## src/rtl/tlb_pkg.sv

```systemverilog
package tlb_pkg;
  typedef enum logic {
    ACC_READ  = 1'b0,
    ACC_WRITE = 1'b1
  } acc_e;

  function automatic logic perm_ok(acc_e kind, logic can_rd, logic can_wr);
    return (kind == ACC_WRITE) ? can_wr : can_rd;
  endfunction
endpackage

```

## src/rtl/tlb_match.sv

```systemverilog
module tlb_match #(
  parameter int N     = 32,
  parameter int TAG_W = 20,
  localparam int IW   = $clog2(N)
) (
  input  logic [N-1:0]     ent_valid,
  input  logic [TAG_W-1:0] ent_tag [N],
  input  logic [TAG_W-1:0] key,
  output logic             hit,
  output logic [IW-1:0]    hit_idx
);
  logic [N-1:0] match;

  for (genvar g = 0; g < N; g++) begin : g_cmp
    assign match[g] = ent_valid[g] && (ent_tag[g] == key);
  end

  always_comb begin
    hit_idx = '0;
    for (int i = N - 1; i >= 0; i--) begin
      if (match[i]) hit_idx = IW'(i);
    end
  end

  assign hit = |match;
endmodule

```

## src/rtl/tlb_lru.sv

```systemverilog
module tlb_lru #(
  parameter int N   = 32,
  localparam int IW = $clog2(N)
) (
  input  logic          clk,
  input  logic          rst_n,
  input  logic [N-1:0]  ent_valid,
  input  logic          a_en,
  input  logic [IW-1:0] a_idx,
  input  logic          b_en,
  input  logic [IW-1:0] b_idx,
  output logic [IW-1:0] victim
);
  // age 0 = most recent, N-1 = least recent; always a permutation
  logic [IW-1:0] age_q   [N];
  logic [IW-1:0] age_mid [N];
  logic [IW-1:0] age_nxt [N];
  logic [IW-1:0] free_idx, old_idx;
  logic          have_free;

  always_comb begin
    for (int i = 0; i < N; i++) begin
      age_mid[i] = age_q[i];
      if (a_en) begin
        if (IW'(i) == a_idx)              age_mid[i] = '0;
        else if (age_q[i] < age_q[a_idx]) age_mid[i] = age_q[i] + 1'b1;
      end
    end
    for (int i = 0; i < N; i++) begin
      age_nxt[i] = age_mid[i];
      if (b_en) begin
        if (IW'(i) == b_idx)                  age_nxt[i] = '0;
        else if (age_mid[i] < age_mid[b_idx]) age_nxt[i] = age_mid[i] + 1'b1;
      end
    end
  end

  always_ff @(posedge clk) begin
    if (!rst_n) begin
      for (int i = 0; i < N; i++) age_q[i] <= IW'(i);
    end else begin
      for (int i = 0; i < N; i++) age_q[i] <= age_nxt[i];
    end
  end

  always_comb begin
    free_idx  = '0;
    have_free = 1'b0;
    old_idx   = '0;
    for (int i = N - 1; i >= 0; i--) begin
      if (!ent_valid[i]) begin
        free_idx  = IW'(i);
        have_free = 1'b1;
      end
      if (age_q[i] == IW'(N - 1)) old_idx = IW'(i);
    end
  end

  assign victim = have_free ? free_idx : old_idx;
endmodule

```

## src/rtl/tlb_fa.sv

```systemverilog
module tlb_fa
  import tlb_pkg::*;
#(
  parameter int ENTRIES   = 32,
  parameter int VA_W      = 32,
  parameter int PA_W      = 32,
  parameter int PAGE_BITS = 12,
  localparam int VPN_W    = VA_W - PAGE_BITS,
  localparam int PPN_W    = PA_W - PAGE_BITS,
  localparam int IW       = $clog2(ENTRIES)
) (
  input  logic             clk,
  input  logic             rst_n,
  input  logic             flush,
  input  logic             lu_valid,
  output logic             lu_ready,
  input  logic             lu_write,
  input  logic [VA_W-1:0]  lu_vaddr,
  output logic             res_valid,
  output logic             res_hit,
  output logic             res_fault,
  output logic             res_dirty,
  output logic [PA_W-1:0]  res_paddr,
  input  logic             fill_valid,
  output logic             fill_ready,
  input  logic [VPN_W-1:0] fill_vpn,
  input  logic [PPN_W-1:0] fill_ppn,
  input  logic             fill_rd,
  input  logic             fill_wr
);
  logic [ENTRIES-1:0] ent_v, ent_r, ent_w, ent_d;
  logic [VPN_W-1:0]   ent_vpn [ENTRIES];
  logic [PPN_W-1:0]   ent_ppn [ENTRIES];

  logic          lu_acc, fill_acc, hit, allowed, touch_hit;
  logic [IW-1:0] hit_idx, victim;
  acc_e          kind;

  assign lu_ready   = !flush;
  assign fill_ready = !flush;
  assign lu_acc     = lu_valid && lu_ready;
  assign fill_acc   = fill_valid && fill_ready;
  assign kind       = acc_e'(lu_write);

  tlb_match #(.N(ENTRIES), .TAG_W(VPN_W)) u_match (
    .ent_valid (ent_v),
    .ent_tag   (ent_vpn),
    .key       (lu_vaddr[VA_W-1:PAGE_BITS]),
    .hit       (hit),
    .hit_idx   (hit_idx)
  );

  assign allowed   = perm_ok(kind, ent_r[hit_idx], ent_w[hit_idx]);
  assign touch_hit = lu_acc && hit && allowed;

  tlb_lru #(.N(ENTRIES)) u_lru (
    .clk       (clk),
    .rst_n     (rst_n),
    .ent_valid (ent_v),
    .a_en      (touch_hit),
    .a_idx     (hit_idx),
    .b_en      (fill_acc),
    .b_idx     (victim),
    .victim    (victim)
  );

  // state flags: a refill to the same slot overrides a write-hit dirty set
  always_ff @(posedge clk) begin
    if (!rst_n) begin
      ent_v <= '0;
      ent_d <= '0;
      ent_r <= '0;
      ent_w <= '0;
    end else if (flush) begin
      ent_v <= '0;
    end else begin
      if (touch_hit && kind == ACC_WRITE) ent_d[hit_idx] <= 1'b1;
      if (fill_acc) begin
        ent_v[victim] <= 1'b1;
        ent_d[victim] <= 1'b0;
        ent_r[victim] <= fill_rd;
        ent_w[victim] <= fill_wr;
      end
    end
  end

  always_ff @(posedge clk) begin
    if (fill_acc) begin
      ent_vpn[victim] <= fill_vpn;
      ent_ppn[victim] <= fill_ppn;
    end
  end

  always_ff @(posedge clk) begin
    if (!rst_n) begin
      res_valid <= 1'b0;
      res_hit   <= 1'b0;
      res_fault <= 1'b0;
      res_dirty <= 1'b0;
      res_paddr <= '0;
    end else begin
      res_valid <= lu_acc;
      res_hit   <= lu_acc && hit;
      res_fault <= lu_acc && hit && !allowed;
      res_dirty <= lu_acc && hit && ent_d[hit_idx];
      res_paddr <= (lu_acc && hit) ? {ent_ppn[hit_idx], lu_vaddr[PAGE_BITS-1:0]} : '0;
    end
  end
endmodule

```

## config.mk

```make
export PLATFORM = sky130hd
export DESIGN_NAME = tlb_fa
export DESIGN_NICKNAME = d
export VERILOG_FILES = /design/src/rtl/tlb_pkg.sv /design/src/rtl/tlb_match.sv /design/src/rtl/tlb_lru.sv /design/src/rtl/tlb_fa.sv
export SDC_FILE = /design/constraint.sdc
export NUM_CORES = 2
export LEC_CHECK = 0
export ABC_AREA = 1
export BUFFER_PORTS_ARGS = -buffer_cell sky130_fd_sc_hd__buf_2
export CAP_MARGIN = 20
export CELL_PAD_IN_SITES_DETAIL_PLACEMENT = 1
export CELL_PAD_IN_SITES_GLOBAL_PLACEMENT = 2
export CORE_ASPECT_RATIO = 1.1
export CORE_UTILIZATION = 43
export CTS_BUF_LIST = sky130_fd_sc_hd__clkbuf_8
export DETAILED_ROUTE_END_ITERATION = 7
export GPL_ROUTABILITY_DRIVEN = 1
export GPL_TIMING_DRIVEN = 0
export PLACE_DENSITY_LB_ADDON = 0.1
export REMOVE_ABC_BUFFERS = 1
export SYNTH_ARGS = -nofsm -noshare
export SYNTH_HDL_FRONTEND = slang
export SYNTH_SLANG_ARGS = --single-unit
```

## constraint.sdc

```tcl
create_clock -name clk -period 13.95 [get_ports clk]
set_clock_uncertainty 0.15 [all_clocks]
set_input_delay 1.395 -clock clk [delete_from_list [all_inputs] [get_ports clk]]
set_output_delay 1.395 -clock clk [all_outputs]
set_load 0.005 [all_outputs]
```

Word level (Yosys, flattened, before mapping)
Memories as Yosys holds them, arrays and structs flattened. A register that Yosys moved wholly into a read port is not among the register bits.
Index checks and enable logic that the tools add are counted.
W data, S select, Z words.
{"block": "word_totals", "register_bits": 804, "ram_bits": 800, "inputBits": 80, "word_cells": 773, "memories": 2}
{"block": "classes", "add_sub_neg": 64, "n_lt_le_gt_ge": 70, "eq_ne": 126, "n_mux": 380, "bitwise_logic": 39, "n_reduce_logical": 51}
{"memory": "ent_ppn", "words": 32, "word_bits": 20, "rd": 1, "rd_ports_with_merged_regs": 1, "write_ports": 1, "line_no": "tlb_fa.sv:33", "source": "logic [PPN_W-1:0] ent_ppn [ENTRIES];"}
{"memory": "u_lru.age_q", "words": 32, "word_bits": 5, "rd": 33, "rd_ports_with_merged_regs": 0, "write_ports": 32, "line_no": "tlb_lru.sv:15", "source": "logic [IW-1:0] age_q [N];"}
{"operator": "$mux W5", "n": 323}
{"operator": "$bwmux W640", "n": 1}
{"operator": "$eq A20 B20 Y1", "n": 32}
{"operator": "$add A5 B1 Y5 const B", "n": 64}
{"operator": "$lt A5 B5 Y1", "n": 64}
{"operator": "$eq A5 B5 Y1 const A", "n": 32}
{"operator": "$eq A5 B5 Y1 const B", "n": 32}
{"operator": "$mux W32", "n": 4}
{"operator": "$demux W20 S5", "n": 1}
{"operator": "$eq A4 B5 Y1 const A", "n": 16}
{"operator": "$bwmux W32", "n": 2}
{"operator": "$or A32 B32 Y32", "n": 2}
{"operator": "$logic_and A1 B1 Y1", "n": 42}
{"operator": "$mux W1", "n": 42}
{"operator": "$eq A3 B5 Y1 const A", "n": 8}
{"operator": "$and A32 B32 Y32", "n": 1}
{"operator": "$not A32 Y32", "n": 1}
{"operator": "$or A1 B1 Y1", "n": 32}
{"operator": "$reduce_or A32 Y1", "n": 1}
{"operator": "$bmux W5 S5", "n": 1}
{"operator": "$eq A2 B5 Y1 const A", "n": 4}
{"operator": "$mux W20", "n": 1}
{"operator": "$bmux W1 S5", "n": 3}
{"operator": "$lt A5 B6 Y1 const B", "n": 2}
{"operator": "other kinds (11)", "n": 19}

Depth between registers and ports, before layout
{"block": "logic_depth", "word_depth": 47, "depth_mapped": 77, "mapped_depth_nobuf": 74}

By module
A second synthesis with hierarchy kept.
{"block": "hier_totals", "cells_unflattened": 8174, "area_unflattened_um2": 80478.4}
{"mod": "tlb_fa", "instances": 1, "cells_each": 2909, "area_per_inst_um2": 49108.3, "seq_area_each_um2": 41720.0}
{"mod": "tlb_lru", "instances": 1, "cells_each": 3836, "area_per_inst_um2": 23226.0, "seq_area_each_um2": 3203.1}
{"mod": "tlb_match", "instances": 1, "cells_each": 1429, "area_per_inst_um2": 8144.1, "seq_area_each_um2": 0.0}

Worst setup path after synthesis
No wires, ideal clock.
{"block": "synth_path", "path_kind": "in2reg", "startpoint": "input port lu_vaddr[28]", "endpoint": "memory u_lru.age_q[28][3] in the netlist's numbering", "setup_ns": 0.125, "arrival_time_ns": 10.237, "t_required_ns": 13.675, "path_slack_ns": 3.438, "path_stages": 56, "path_cell_list": "buf_2 > buf_2 > xnor2_1 > nand4_1 > a2111oi_0 > nand4_1 > nand2_1 > nand2_1 > nand2_1 > nand2_1 > nand2_1 > nand2_1 > nand2_1 > nand2_1 > nand2_1 > nand2_1 > nand2_1 > nand2_1 > [20 not listed] > nand3_1 > or4_1 > nand3_1 > inv_1 > o22ai_1 > a21oi_1 > nand3_1 > nor4_1 > nor2_1 > ha_1 > nand2_1 > inv_1 > nand2_1 > nand3_1 > nor2_1 > nand3_1 > nand3_1 > nand2_1"}
{"item": "from (decl)", "line_no": "tlb_fa.sv:18", "source": "input logic [VA_W-1:0] lu_vaddr,"}
{"item": "to (decl)", "line_no": "tlb_lru.sv:15"}

==> impl_results.md <==
- GRT Overall Usage: a little over a third
- Vias after detailed routing: roughly 68000
- Initial antenna violation count: 5
- Synth-to-Final Area Change: 14.4%
- Critical path class: primary input to register
- Largest net degree at the start of global routing: about 110
- Netlist cell types: 67
- Nets: ~9200
- Async set or reset register ratio after synthesis: 0%
- Synth Area in Compound Gates: under 10%
- YS warnings: 0
- Share of cells above drive strength 1: 9.90%
- Clock buffer count from CTS: just under 300
- Clk root buf: clkbuf_8
- Mapped Cells: 8479
- Cell area after synthesis: between 70000 and 80000 µm²
- Main synth FF type: edfxtp_1
- Core area: 184000 µm²
- Power per cell area: 109 nW/µm²
- Period minus WS final: around 14 ns
- DRT iter0 DRCs: just under 6000
- CP arrival: 14.44 ns
- Gr ovfl total: 0
- First-pass GRT wire length: about 470000 µm
- Post-synthesis mux area share: less than 1%
- Die area: approximately 190000 µm²
- Synth Area in Adders: around 5%
- Worst setup slack after layout: between 0.2 and 0.3 ns
- RSZ-0062 raised after global routing: false
- Net Switching: 2.48 mW
- LEAKAGE: between 30 and 40 nW
- Drt drc: 0
- Fraction of the mapped netlist area in simple logic gates: 20.9%
- Top cells by area, synth: edfxtp_1 (48%), nand2_1 (11%), dfxtp_1 (8.1%)
- Critical Path Source Type: primary input
- Routed wire length: around 330000 µm
- Worst-margin pin slew: around 1.2 ns
- Post-synth EDFFs: approximately 1300
- Gp weighted congestion: ~0.92
- Largest family of logic cells by synthesized area: simple AND/OR/NAND/NOR gates
- Core Util, Final: around half
- Commonest cells post-synth: nand2_1 (2245), edfxtp_1 (1280), inv_1 (765), nor2_1 (732), nand3_1 (416)
- Worst setup path endpoint: u_lru.age_q[24][3]
- Top cell type's share of synthesized area: between 40% and 50%
- Hold-critical path depth: 2
- M3 GR Usage: under 10%
- Final Max Tran Viols: 0
- Total of max-cap violations: 0
- Slew HR: roughly 18%
- Worst path max stage delay: about 0.67 ns
- Maximum vdd drop: around 0.00011 V
- Sequential Power Share: roughly 52%
- Non-filler cells in the finished layout: between 10000 and 15000
- Setup crit start: lu_vaddr[22]
- Fmax achieved: ~73 MHz
- Worst reg2reg endpoint: u_lru.age_q[24][3]
- Clock power frac: between 40% and 50%
- CTS Buffer Depth: 4
- PortBufs: approximately 120
- CP max stage cell: a2111oi_1
- CTS tree: yes
- Biggest area consumer among synthesized cells: edfxtp_1
- Tot Pwr: 9.95 mW
- Hold Crit Class: register to register
- CTS H-tree depth: 5
- Per-cell routed wire length: 29.2 µm
- Hold Path Origin: ent_r[26]
- Met2 GRT Util: 57.6%
- Design Area, Final: 91500 µm²
- Internal: between 7 and 8 mW
- Placed Area: between 80000 and 90000 µm²
- Cts hold-fix bufs: 0
- Vias per cell: around 6
- Reg2Reg Setup Slack: 1.36 ns
- Drt pass-1 iters: 6
- Worst Path Max Fanout: 28
- Die H: 454 µm
- Most common cell in the netlist: nand2_1
- Reg clk slew, reported paths: about 0.06 ns
- # setup viols final: 0
- DP Worst Slack: -1.88 ns
- Outcome: completed
- Clock tree sinks: between 1500 and 2000
- Die X: around 410 µm
- Crit end category: register
- Synth Register Bits: approximately 1600
- Placed Instances: 10894
- Antenna-violating nets left: 0
- Reg2reg start: ent_v[29]
- # IOs: between 100 and 150
- Sw Ratio: ~25%
- CP required: between 10 and 15 ns
- Detailed Place HPWL: about 230000 µm
- Initial Util: a little over two fifths
- Gr busiest metal: met2
- Combinational share of power: approximately 6%
- Post-Synth XOR/XNOR Area: about 2.4%
- Final hold vios: 0
- Clock Latency Late Sink: 1.06 ns
- Syn avg cell area: roughly 9.4 µm²
- Vias in the first global route: approximately 69000
- Num rows: about 170
- Met1 usage: 44.8%
- Critical Path Most Common Cell: nand2_1
- Final period util: between 90% and 100%
- Reg2Reg Depth: a little under 70
- Seq/Total Area, Yosys: 56.2%
layout by cell type (no fill, tap or decap), types with 43 or more instances in the layout:
master       n
buf_12     113
xor2_1     139
a21oi_1    340
buf_2      115
ha_1       320
o21ai_0    387
nor2_1     695
o21ai_1     67
a221oi_1    48
nor3_1      43
dfxtp_1    324
clkbuf_8   312
nand2_1   2243
nor4_1      61
nand4_1    265
o22ai_1    173
xnor2_1     77
nand3_1    414
o211ai_1    44
edfxtp_1  1280
inv_1      858
final cells by class:
cell class | count | area, µm²
fill | 20716 | 92900
sequential | 1604 | 44900
multi-input combinational | 5747 | 30800
timing repair buffer | 328 | 4580
clock buffer | 312 | 4290
inverter | 804 | 3050
tap | 2421 | 3030
clock inverter | 176 | 847
antenna | 3 | 7.51
worst max-delay path, delay by kind of cell:
kind            cells  cell delay (ns)
compound gates     11             3.01
xor+xnor            1             0.14
fa+ha+maj           2             0.59
buf+inv            10             3.06
simple gates       49             5.95
through the flow:
step / TNS, ns / hold slack, ns
floorplan: -64.24 / 0.274
global placement: -4032.41 / 0.285
detailed placement: -246.08 / 0.295
CTS: 0 / 0.304
global route: 0 / 0.321
finish: 0 / 0.304
power by group through the flow:
stage          sequential, mW  combinational, mW  clock (mW)
2_1_floorplan            5.29              0.261           0
3_3_place_gp             5.30              0.537           0
3_5_place_dp             5.29              0.589           0
4_1_cts                  5.19              0.592        4.22
5_1_grt                  5.19              0.640        4.39
6_report                 5.19              0.602        4.15
state kept, by name (all words and copies together), names as in the netlist, 32 cells and up:
| signal | cells |
|---|---|
| ent_w | 32 |
| ent_r | 32 |
| res_paddr | 32 |
| u_lru.age_q | 160 |
| ent_ppn | 640 |
| ent_v | 32 |
| ent_vpn | 640 |
| ent_d | 32 |
repair_timing:
action	CTS	global route
setup buffers	1	8
resized for setup	7	6
pin swaps	1	3
setup endpoints to repair	160	152
how the worst min path moves through the flow:
stage	to	slack [ns]
detailed placement	ent_r[26]	0.29
finish	ent_r[26]	0.30
CTS	ent_r[26]	0.30
global route	ent_r[26]	0.32
global placement	ent_r[10]	0.28
floorplan	ent_r[10]	0.27
logic make-up (layout without fill, tap and decap cells):
family / after synthesis / in the layout
adders and majority gates: 320 / 320
xor gates and xnor gates: 216 / 216
buffers and inverters: 1128 / 1620
other: 0 / 3
AOI/OAI and AO/OA: 1278 / 1278
and+or+nand+nor: 3927 / 3927
DFF: 1604 / 1604
muxes: 6 / 6
per-layer routing:
metal / part of all wire [%] / routed length (µm)
met1: 41 / 137000
met5: 0.0033 / 11
met3: 6.4 / 21400
met4: 5.6 / 18800
met2: 47 / 156000
No activity file was read; power rests on OpenSTA's default activity.
